$ cat src/rtl/cx_ldst_pkg.sv
package cx_ldst_pkg;
    // Instruction field positions decoded by this block
    localparam int LONG_BIT = 22;
    localparam int IDX_LSB  = 12;

    // Sequencer state: has the first beat of a long access been taken?
    typedef struct packed {
        logic second;
    } seq_st_t;
endpackage

$ cat src/rtl/cx_ldst_ctrl.sv
module cx_ldst_ctrl
    import cx_ldst_pkg::*;
(
    input  logic clk,
    input  logic rst_n,
    input  logic beat_valid,
    input  logic beat_is_data,
    input  logic long_acc,
    input  logic big_endian,
    input  logic int_mode,
    output logic resp_inc,
    output logic sel_hi
);
    seq_st_t st_d, st_q;

    always_comb begin
        st_d = st_q;
        if (beat_valid) begin
            if (!beat_is_data) begin
                st_d.second = 1'b0;
            end else if (long_acc) begin
                st_d.second = ~st_q.second;
            end else begin
                st_d.second = 1'b0;
            end
        end
        resp_inc = beat_valid & beat_is_data & long_acc & ~st_q.second;
        if (long_acc) begin
            sel_hi = st_q.second ? ~big_endian : big_endian;
        end else begin
            sel_hi = ~int_mode;
        end
    end

    always_ff @(posedge clk or negedge rst_n) begin
        if (!rst_n) begin
            st_q <= '0;
        end else begin
            st_q <= st_d;
        end
    end
endmodule

$ cat src/rtl/cx_ldst_rf.sv
module cx_ldst_rf #(
    parameter int NREG = 16,
    parameter int DW   = 32,
    localparam int AW  = $clog2(NREG),
    localparam int RW  = 2 * DW
) (
    input  logic          clk,
    input  logic          rst_n,
    input  logic [AW-1:0] idx,
    input  logic          wr_hi_en,
    input  logic          wr_lo_en,
    input  logic [DW-1:0] wr_hi_data,
    input  logic [DW-1:0] wr_lo_data,
    output logic [RW-1:0] rd_word
);
    logic [RW-1:0] bank [NREG];

    for (genvar g = 0; g < NREG; g++) begin : g_ent
        logic [RW-1:0] ent_d, ent_q;
        logic          hit;

        always_comb begin
            hit   = (idx == AW'(g));
            ent_d = ent_q;
            if (hit && wr_hi_en) ent_d[RW-1:DW] = wr_hi_data;
            if (hit && wr_lo_en) ent_d[DW-1:0]  = wr_lo_data;
        end

        always_ff @(posedge clk or negedge rst_n) begin
            if (!rst_n) begin
                ent_q <= '0;
            end else begin
                ent_q <= ent_d;
            end
        end

        assign bank[g] = ent_q;
    end

    assign rd_word = bank[idx];
endmodule

$ cat src/rtl/cx_ldst_seq.sv
module cx_ldst_seq
    import cx_ldst_pkg::*;
#(
    parameter int NREG = 16,
    parameter int DW   = 32,
    parameter int IW   = 32,
    localparam int AW  = $clog2(NREG),
    localparam int RW  = 2 * DW
) (
    input  logic          clk,
    input  logic          rst_n,
    input  logic          beat_valid_i,
    input  logic          beat_is_data_i,
    input  logic          is_load_i,
    input  logic          int_mode_i,
    input  logic          big_endian_i,
    input  logic [IW-1:0] instr_i,
    input  logic [DW-1:0] wdata_i,
    output logic [DW-1:0] rdata_o,
    output logic          resp_inc_o
);
    logic          long_acc;
    logic [AW-1:0] reg_idx;
    logic          sel_hi;
    logic          data_beat;
    logic          load_beat;
    logic          wr_hi_en, wr_lo_en;
    logic [DW-1:0] wr_hi_data;
    logic [RW-1:0] rd_word;

    assign long_acc = instr_i[LONG_BIT];
    assign reg_idx  = instr_i[IDX_LSB +: AW];

    cx_ldst_ctrl u_ctrl (
        .clk          (clk),
        .rst_n        (rst_n),
        .beat_valid   (beat_valid_i),
        .beat_is_data (beat_is_data_i),
        .long_acc     (long_acc),
        .big_endian   (big_endian_i),
        .int_mode     (int_mode_i),
        .resp_inc     (resp_inc_o),
        .sel_hi       (sel_hi)
    );

    always_comb begin
        data_beat  = beat_valid_i & beat_is_data_i;
        load_beat  = data_beat & is_load_i;
        // A short integer load also fills the upper half with the sign
        wr_hi_en   = load_beat & (sel_hi | (~long_acc & int_mode_i));
        wr_lo_en   = load_beat & ~sel_hi;
        wr_hi_data = sel_hi ? wdata_i : {DW{wdata_i[DW-1]}};
        if (data_beat && !is_load_i) begin
            rdata_o = sel_hi ? rd_word[RW-1:DW] : rd_word[DW-1:0];
        end else begin
            rdata_o = '0;
        end
    end

    cx_ldst_rf #(.NREG(NREG), .DW(DW)) u_rf (
        .clk        (clk),
        .rst_n      (rst_n),
        .idx        (reg_idx),
        .wr_hi_en   (wr_hi_en),
        .wr_lo_en   (wr_lo_en),
        .wr_hi_data (wr_hi_data),
        .wr_lo_data (wdata_i),
        .rd_word    (rd_word)
    );
endmodule

$ cat config.mk
export PLATFORM = sky130hd
export DESIGN_NAME = cx_ldst_seq
export DESIGN_NICKNAME = d
export VERILOG_FILES = /design/src/rtl/cx_ldst_pkg.sv /design/src/rtl/cx_ldst_ctrl.sv /design/src/rtl/cx_ldst_rf.sv /design/src/rtl/cx_ldst_seq.sv
export SDC_FILE = /design/constraint.sdc
export NUM_CORES = 2
export LEC_CHECK = 0
export BUFFER_PORTS_ARGS = -buffer_cell sky130_fd_sc_hd__buf_2
export CELL_PAD_IN_SITES_DETAIL_PLACEMENT = 1
export CELL_PAD_IN_SITES_GLOBAL_PLACEMENT = 1
export CORE_ASPECT_RATIO = 1.1
export CORE_UTILIZATION = 45
export DETAILED_ROUTE_END_ITERATION = 6
export PLACE_DENSITY_LB_ADDON = 0.1
export SYNTH_ARGS = -nofsm -noshare
export SYNTH_HDL_FRONTEND = slang
export SYNTH_SLANG_ARGS = --single-unit
$ cat constraint.sdc
create_clock -name clk -period 2.3 [get_ports clk]
set_input_delay 0.23 -clock clk [delete_from_list [all_inputs] [get_ports clk]]
set_output_delay 0.23 -clock clk [all_outputs]
set_load 0.01 [all_outputs]
### After elaboration in Yosys (flattened, before gate mapping)

Cells that the tools add are included.

| storage, ports and cells | value |
|---|---|
| register bits | 1,025 |
| bits of input ports | 71 |
| logic and storage cells | 108 |

| cells by class | value |
|---|---|
| $lt $le $gt $ge | 1 |
| equality and inequality tests | 15 |
| multiplexer cells | 10 |
| bitwise operators | 14 |
| reduce and logical (&&, ||, !) cells | 35 |

Operators by type and width:

| operator | count |
|---|---|
| $bmux W64 S4 | 1 |
| $mux W64 | 2 |
| $mux W32 | 2 |
| $logic_and A1 B1 Y1 | 33 |
| $eq A4 B4 Y1 const B | 8 |
| $mux W31 | 1 |
| $eq A4 B3 Y1 const B | 4 |
| $eq A4 B2 Y1 const B | 2 |
| $and A1 B1 Y1 | 7 |
| $ge A5 B5 Y1 const B | 1 |
| $not A1 Y1 | 5 |
| $not A4 Y5 | 1 |
| $eq A4 B1 Y1 const B | 1 |
| $logic_not A4 Y1 | 1 |
| $mux W1 | 4 |
| $logic_not A1 Y1 | 1 |
| $or A1 B1 Y1 | 1 |

### Depth between registers and ports, before layout

| depth | value |
|---|---|
| depth after elaboration | 6 |
| depth in mapped cells | 8 |
| gate-level depth less buffers | 4 |

### Cells and area by module

Synthesis repeated with hierarchy kept, for this count alone.

| unflattened totals | value |
|---|---|
| cells, all modules | 2,948 |
| area total of the unflattened synthesis | 46,579.7 µm² |

Modules (own cells, without submodules):

| module | times used | cells an instance | area each (µm²) | sequential area each (µm²) |
|---|---|---|---|---|
| cx_ldst_rf | 1 | 2,796 | 45,721.4 | 25,624.6 |
| cx_ldst_seq | 1 | 146 | 793.3 | 0.0 |
| cx_ldst_ctrl | 1 | 6 | 65.1 | 25.0 |

### Worst setup path after synthesis

No wires, ideal clock.

| timing | value |
|---|---|
| kind | input to output |
| start point | input port instr_i[13] |
| end point | output port rdata_o[21] |
| arrival time | 2.242 ns |
| required time | 2.070 ns |
| slack | -0.172 ns |
| cell stages on the path | 8 |
| cell sequence | clkbuf_1 clkbuf_1 buf_1 buf_2 mux2_2 a22oi_1 o2111ai_1 and3_1 |

| on the way | value |
|---|---|
| longest elaborated chain between the ends | 6 |

RTL lines:

| element | line | text |
|---|---|---|
| start: declaration | cx_ldst_seq.sv:17 | `input logic [IW-1:0] instr_i,` |
| $not A4 Y5 (implied by the code) | cx_ldst_rf.sv:40 | `assign rd_word = bank[idx];` |
| $bmux W64 S4 | cx_ldst_rf.sv:40 |  |
| $mux W64 (implied by the code) (2 in series) | cx_ldst_rf.sv:40 |  |
| $mux W32 | cx_ldst_seq.sv:54 | `rdata_o = sel_hi ? rd_word[RW-1:DW] : rd_word[DW-1:0];` |
| $mux W32 | cx_ldst_seq.sv:53 | `if (data_beat && !is_load_i) begin` |
| end: declaration | cx_ldst_seq.sv:19 | `output logic [DW-1:0] rdata_o,` |

Every way passes these cells. The select of a mux whose other input is x is not followed.

### Final worst setup path

| timing | value |
|---|---|
| start point | register u_rf.g_ent[6].ent_q[50] |
| end point | output port rdata_o[18] |

| on the way | value |
|---|---|
| longest elaborated chain between the ends | 5 |

RTL lines:

| element | line | text |
|---|---|---|
| start: declaration | cx_ldst_rf.sv:19 | `logic [RW-1:0] ent_d, ent_q;` |
| start signal: assignment | cx_ldst_rf.sv:33 | `ent_q <= ent_d;` |
| $bmux W64 S4 | cx_ldst_rf.sv:40 |  |
| $mux W64 (implied by the code) (2 in series) | cx_ldst_rf.sv:40 |  |
| $mux W32 | cx_ldst_seq.sv:54 |  |
| $mux W32 | cx_ldst_seq.sv:53 |  |

Every way passes these cells. The select of a mux whose other input is x is not followed.

==> key figures <==
Run status
  – Status: finished, violations left
  – Violated checks: negative setup slack

Synthesis
  – Seq/Total Area, Yosys: 55.5%
  – Synth Register Bits: 1025
  – Synth Warn #: 0
  – Yosys top cell area share: 55.5%
  – Syn nets: 3647
  – Unique masters post-synth: 30
  – Netlist area before placement: 46200 um^2
  – Top-count cell post-synth: dfrtp_1
  – Ys flop type: dfrtp_1
  – Cells after synthesis: 3576
  – Post-synth EDFFs: 0
  – Mean post-synth cell area: 12.9 um^2
  – Synth area leaders: dfrtp_1 (55%), mux2_2 (12%), mux4_2 (9.4%)
  – Ys async rst share: 100%
  – Post-synth top area cell: dfrtp_1
  – Top cells by count, synth: dfrtp_1 (1025), mux2_2 (509), nor2_1 (497)

Routing
  – WL met3: 8830 um
  – DRT Pass-1 Iters: 6
  – Wire per inst: 31.0 um
  – M1 WL: 69000 um
  – Antenna-violating nets left: 0
  – Drt via density: 6.09
  – Final WL: 165000 um
  – # DRC: 0
  – Routed via count: 32500
  – Highest routed layer: met5
  – 1st-iter DRT viols: 2463
  – WL met2: 80500 um

Pwr
  – Peak supply drop: 0.000636 V
  – Static leakage: 0.0271 uW
  – Pwr dens: 824 nW/um^2

Setup path
  – Critical-path cell list: mux4_2, mux2i_2, buf_4, o2111ai_4, and3_4, buf_6
  – Reg2reg path depth: 10
  – RR Startpoint: u_ctrl.st_q$_DFFE_PN0P_
  – CP max stage cell: mux4_2
  – Crit path DAT: 2.53 ns
  – Slowest stage delay, CP: 0.49 ns
  – Crit Reg-Reg Endpoint: u_rf.g_ent[2].ent_q[4]$_DFFE_PN0P_
  – Crit-path max FO: 2
  – R2R setup slack: -0.39 ns
  – Required time worst endpoint: 2.07 ns
  – Crit path capture type: output pin
  – Crit Path Class: flip-flop to output pin
  – Critical Path Start Type: flip-flop

Timing
  – Slack of the critical path: -0.459 ns
  – Final setup TNS: -117.45 ns
  – Rel. slew slack: 50.6%
  – Final setup fails: 587
  – Final Max Tran Viols: 0
  – Fin crit period: 2.76 ns
  – Tcrit/Tclk final: 120%
  – RSZ-0062 raised after global routing: true
  – Final Hold Slack: 0.0149 ns
  – Worst slew pin tran: 0.741 ns
  – Fmax: 362 MHz
  – Endpoints failing hold: 0
  – Clock Skews: 0.0354 ns

Clock network
  – Max Root-Sink Buffers: 3
  – Clock H-tree levels: 3
  – Root Driver: clkbuf_16
  – Later-pin clock latency in the skew report: 0.73 ns
  – Clock transition at path regs: 0.06 ns
  – CTS tree: done
  – Sinks on Clock Net: 1025
  – CTS Buf Count: 110

Floorplan
  – Chip Width: 308 um
  – Die height: 338 um
  – Initial Util: 45.7%
  – Core outline area: 101000 um^2
  – DIE AREA: 104000 um^2
  – IO Pins: 104
  – FP Rows: 122

Placement
  – IO Port Bufs: 76
  – Dpl cells: 5027
  – Place WS: -0.427 ns
  – DP HPWL: 91400 um
  – GP Congestion: 0.809
  – Dpl cell area: 51100 um^2

Final layout
  – Nets: 3959
  – Synth-to-Final Area Change: 27.7%
  – Share of cells above drive strength 1: 41.7%
  – Final Cell Area: 59100 um^2
  – Fin cells: 5344

Global routing
  – GRT Resource Usage Total: 30.6%
  – Initial antenna violation count: 7
  – First-pass GRT wire length: 239000 um
  – Largest net degree at the start of global routing: 114
  – Total grt overflow: 0
  – Vias in the first global route: 35700

Flow run
  – Max-cap violation count: 0

Min path
  – Hold Crit Class: primary input to async pin
[critical path: cells and delay by family, from the launching register on]
kind            cells  cell delay [ns]
buf+inv             2             0.30
mux                 2             0.70
simple gates        1             0.27
compound gates      1             0.16
flops               1             0.40
[where the power goes]
group	leakage [uW]	internal [uW]	switching, uW
logic	0.0116	4240	4170
clock network	0.00183	10600	7670
registers	0.0136	20500	1470
[per-layer routing]
metal / vias up / track usage [%]
met1: 17700 / 41.9
met5: - / 0
met3: 326 / 4.39
met2: 967 / 49.6
li1: 13500 / -
met4: 6 / 11.3
[how the worst max path moves through the flow]
stage | from | end | slack [ns] | depth (start not counted)
finish | u_rf.g_ent[6].ent_q[50]$_DFFE_PN0P_ | rdata_o[18] | -0.46 | 6
global placement | instr_i[13] | rdata_o[5] | -0.40 | 9
global route | u_rf.g_ent[7].ent_q[54]$_DFFE_PN0P_ | rdata_o[22] | -0.50 | 7
detailed placement | instr_i[13] | rdata_o[5] | -0.43 | 9
CTS | u_ctrl.st_q$_DFFE_PN0P_ | rdata_o[5] | -0.47 | 6
floorplan | u_ctrl.st_q$_DFFE_PN0P_ | u_rf.g_ent[7].ent_q[10]$_DFFE_PN0P_ | -0.02 | 6
[placed cells by master (no fill, tap or decap), types with 12 or more instances in the layout]
| master | instances |
|---|---|
| mux2_4 | 290 |
| clkinv_2 | 21 |
| buf_16 | 31 |
| clkbuf_16 | 125 |
| a22oi_1 | 64 |
| clkbuf_1 | 26 |
| nor2_1 | 496 |
| clkbuf_8 | 32 |
| mux2_2 | 348 |
| buf_2 | 51 |
| dfrtp_1 | 1024 |
| and3_4 | 25 |
| o2111ai_1 | 15 |
| buf_12 | 132 |
| buf_4 | 248 |
| nand2_1 | 67 |
| dlygate4sd3_1 | 13 |
| mux2i_1 | 83 |
| mux4_2 | 192 |
| mux2_1 | 19 |
| o2111ai_4 | 29 |
| buf_6 | 41 |
| a21oi_1 | 496 |
| nor4_4 | 12 |
| a2111oi_4 | 16 |
| o2111ai_2 | 20 |
[flip-flops by register name, indices dropped and copies added, names as in the netlist]
| register | cells |
|---|---|
| u_rf.g_ent.ent_q | 1024 |
| u_ctrl.st_q | 1 |
[metrics by stage]
step / total power (uW) / utilization, %
floorplan: 26200 / -
global placement: 28700 / 50.5
global route: 50500 / 58.4
CTS: 48200 / 56.8
detailed placement: 29300 / 50.5
finish: 48700 / 58.4
[cell families (layout without fill, tap and decap cells)]
group | Yosys count | count (layout) | share of synthesized area [%]
buffers and inverters | 338 | 740 | 3.02
XOR/XNOR | 1 | 1 | 0.0595
AO/OA/AOI/OAI | 641 | 641 | 8.43
multiplexers | 945 | 945 | 27.4
flip-flops | 1025 | 1025 | 55.5
other | 0 | 2 | 0
AND/OR/NAND/NOR | 626 | 626 | 5.60
[layout make-up]
class / count / area [um^2]
antenna: 2 / 5.00
clock buffer: 170 / 3340
clock inverter: 32 / 349
fill: 9589 / 42100
inverter: 1 / 3.75
multi-input combinational: 2213 / 21400
sequential: 1025 / 25700
tap: 1364 / 1710
timing repair buffer: 537 / 6650
[repair_timing]
item	CTS	global route
endpoints found under the setup margin	717	690
hold buffers	13	0
setup buffers	44	29
gates resized for setup	273	284
pin swaps	28	21
endpoints found under the hold margin	840	0
cloned	31	15
Power figures use the tool's default switching activity.
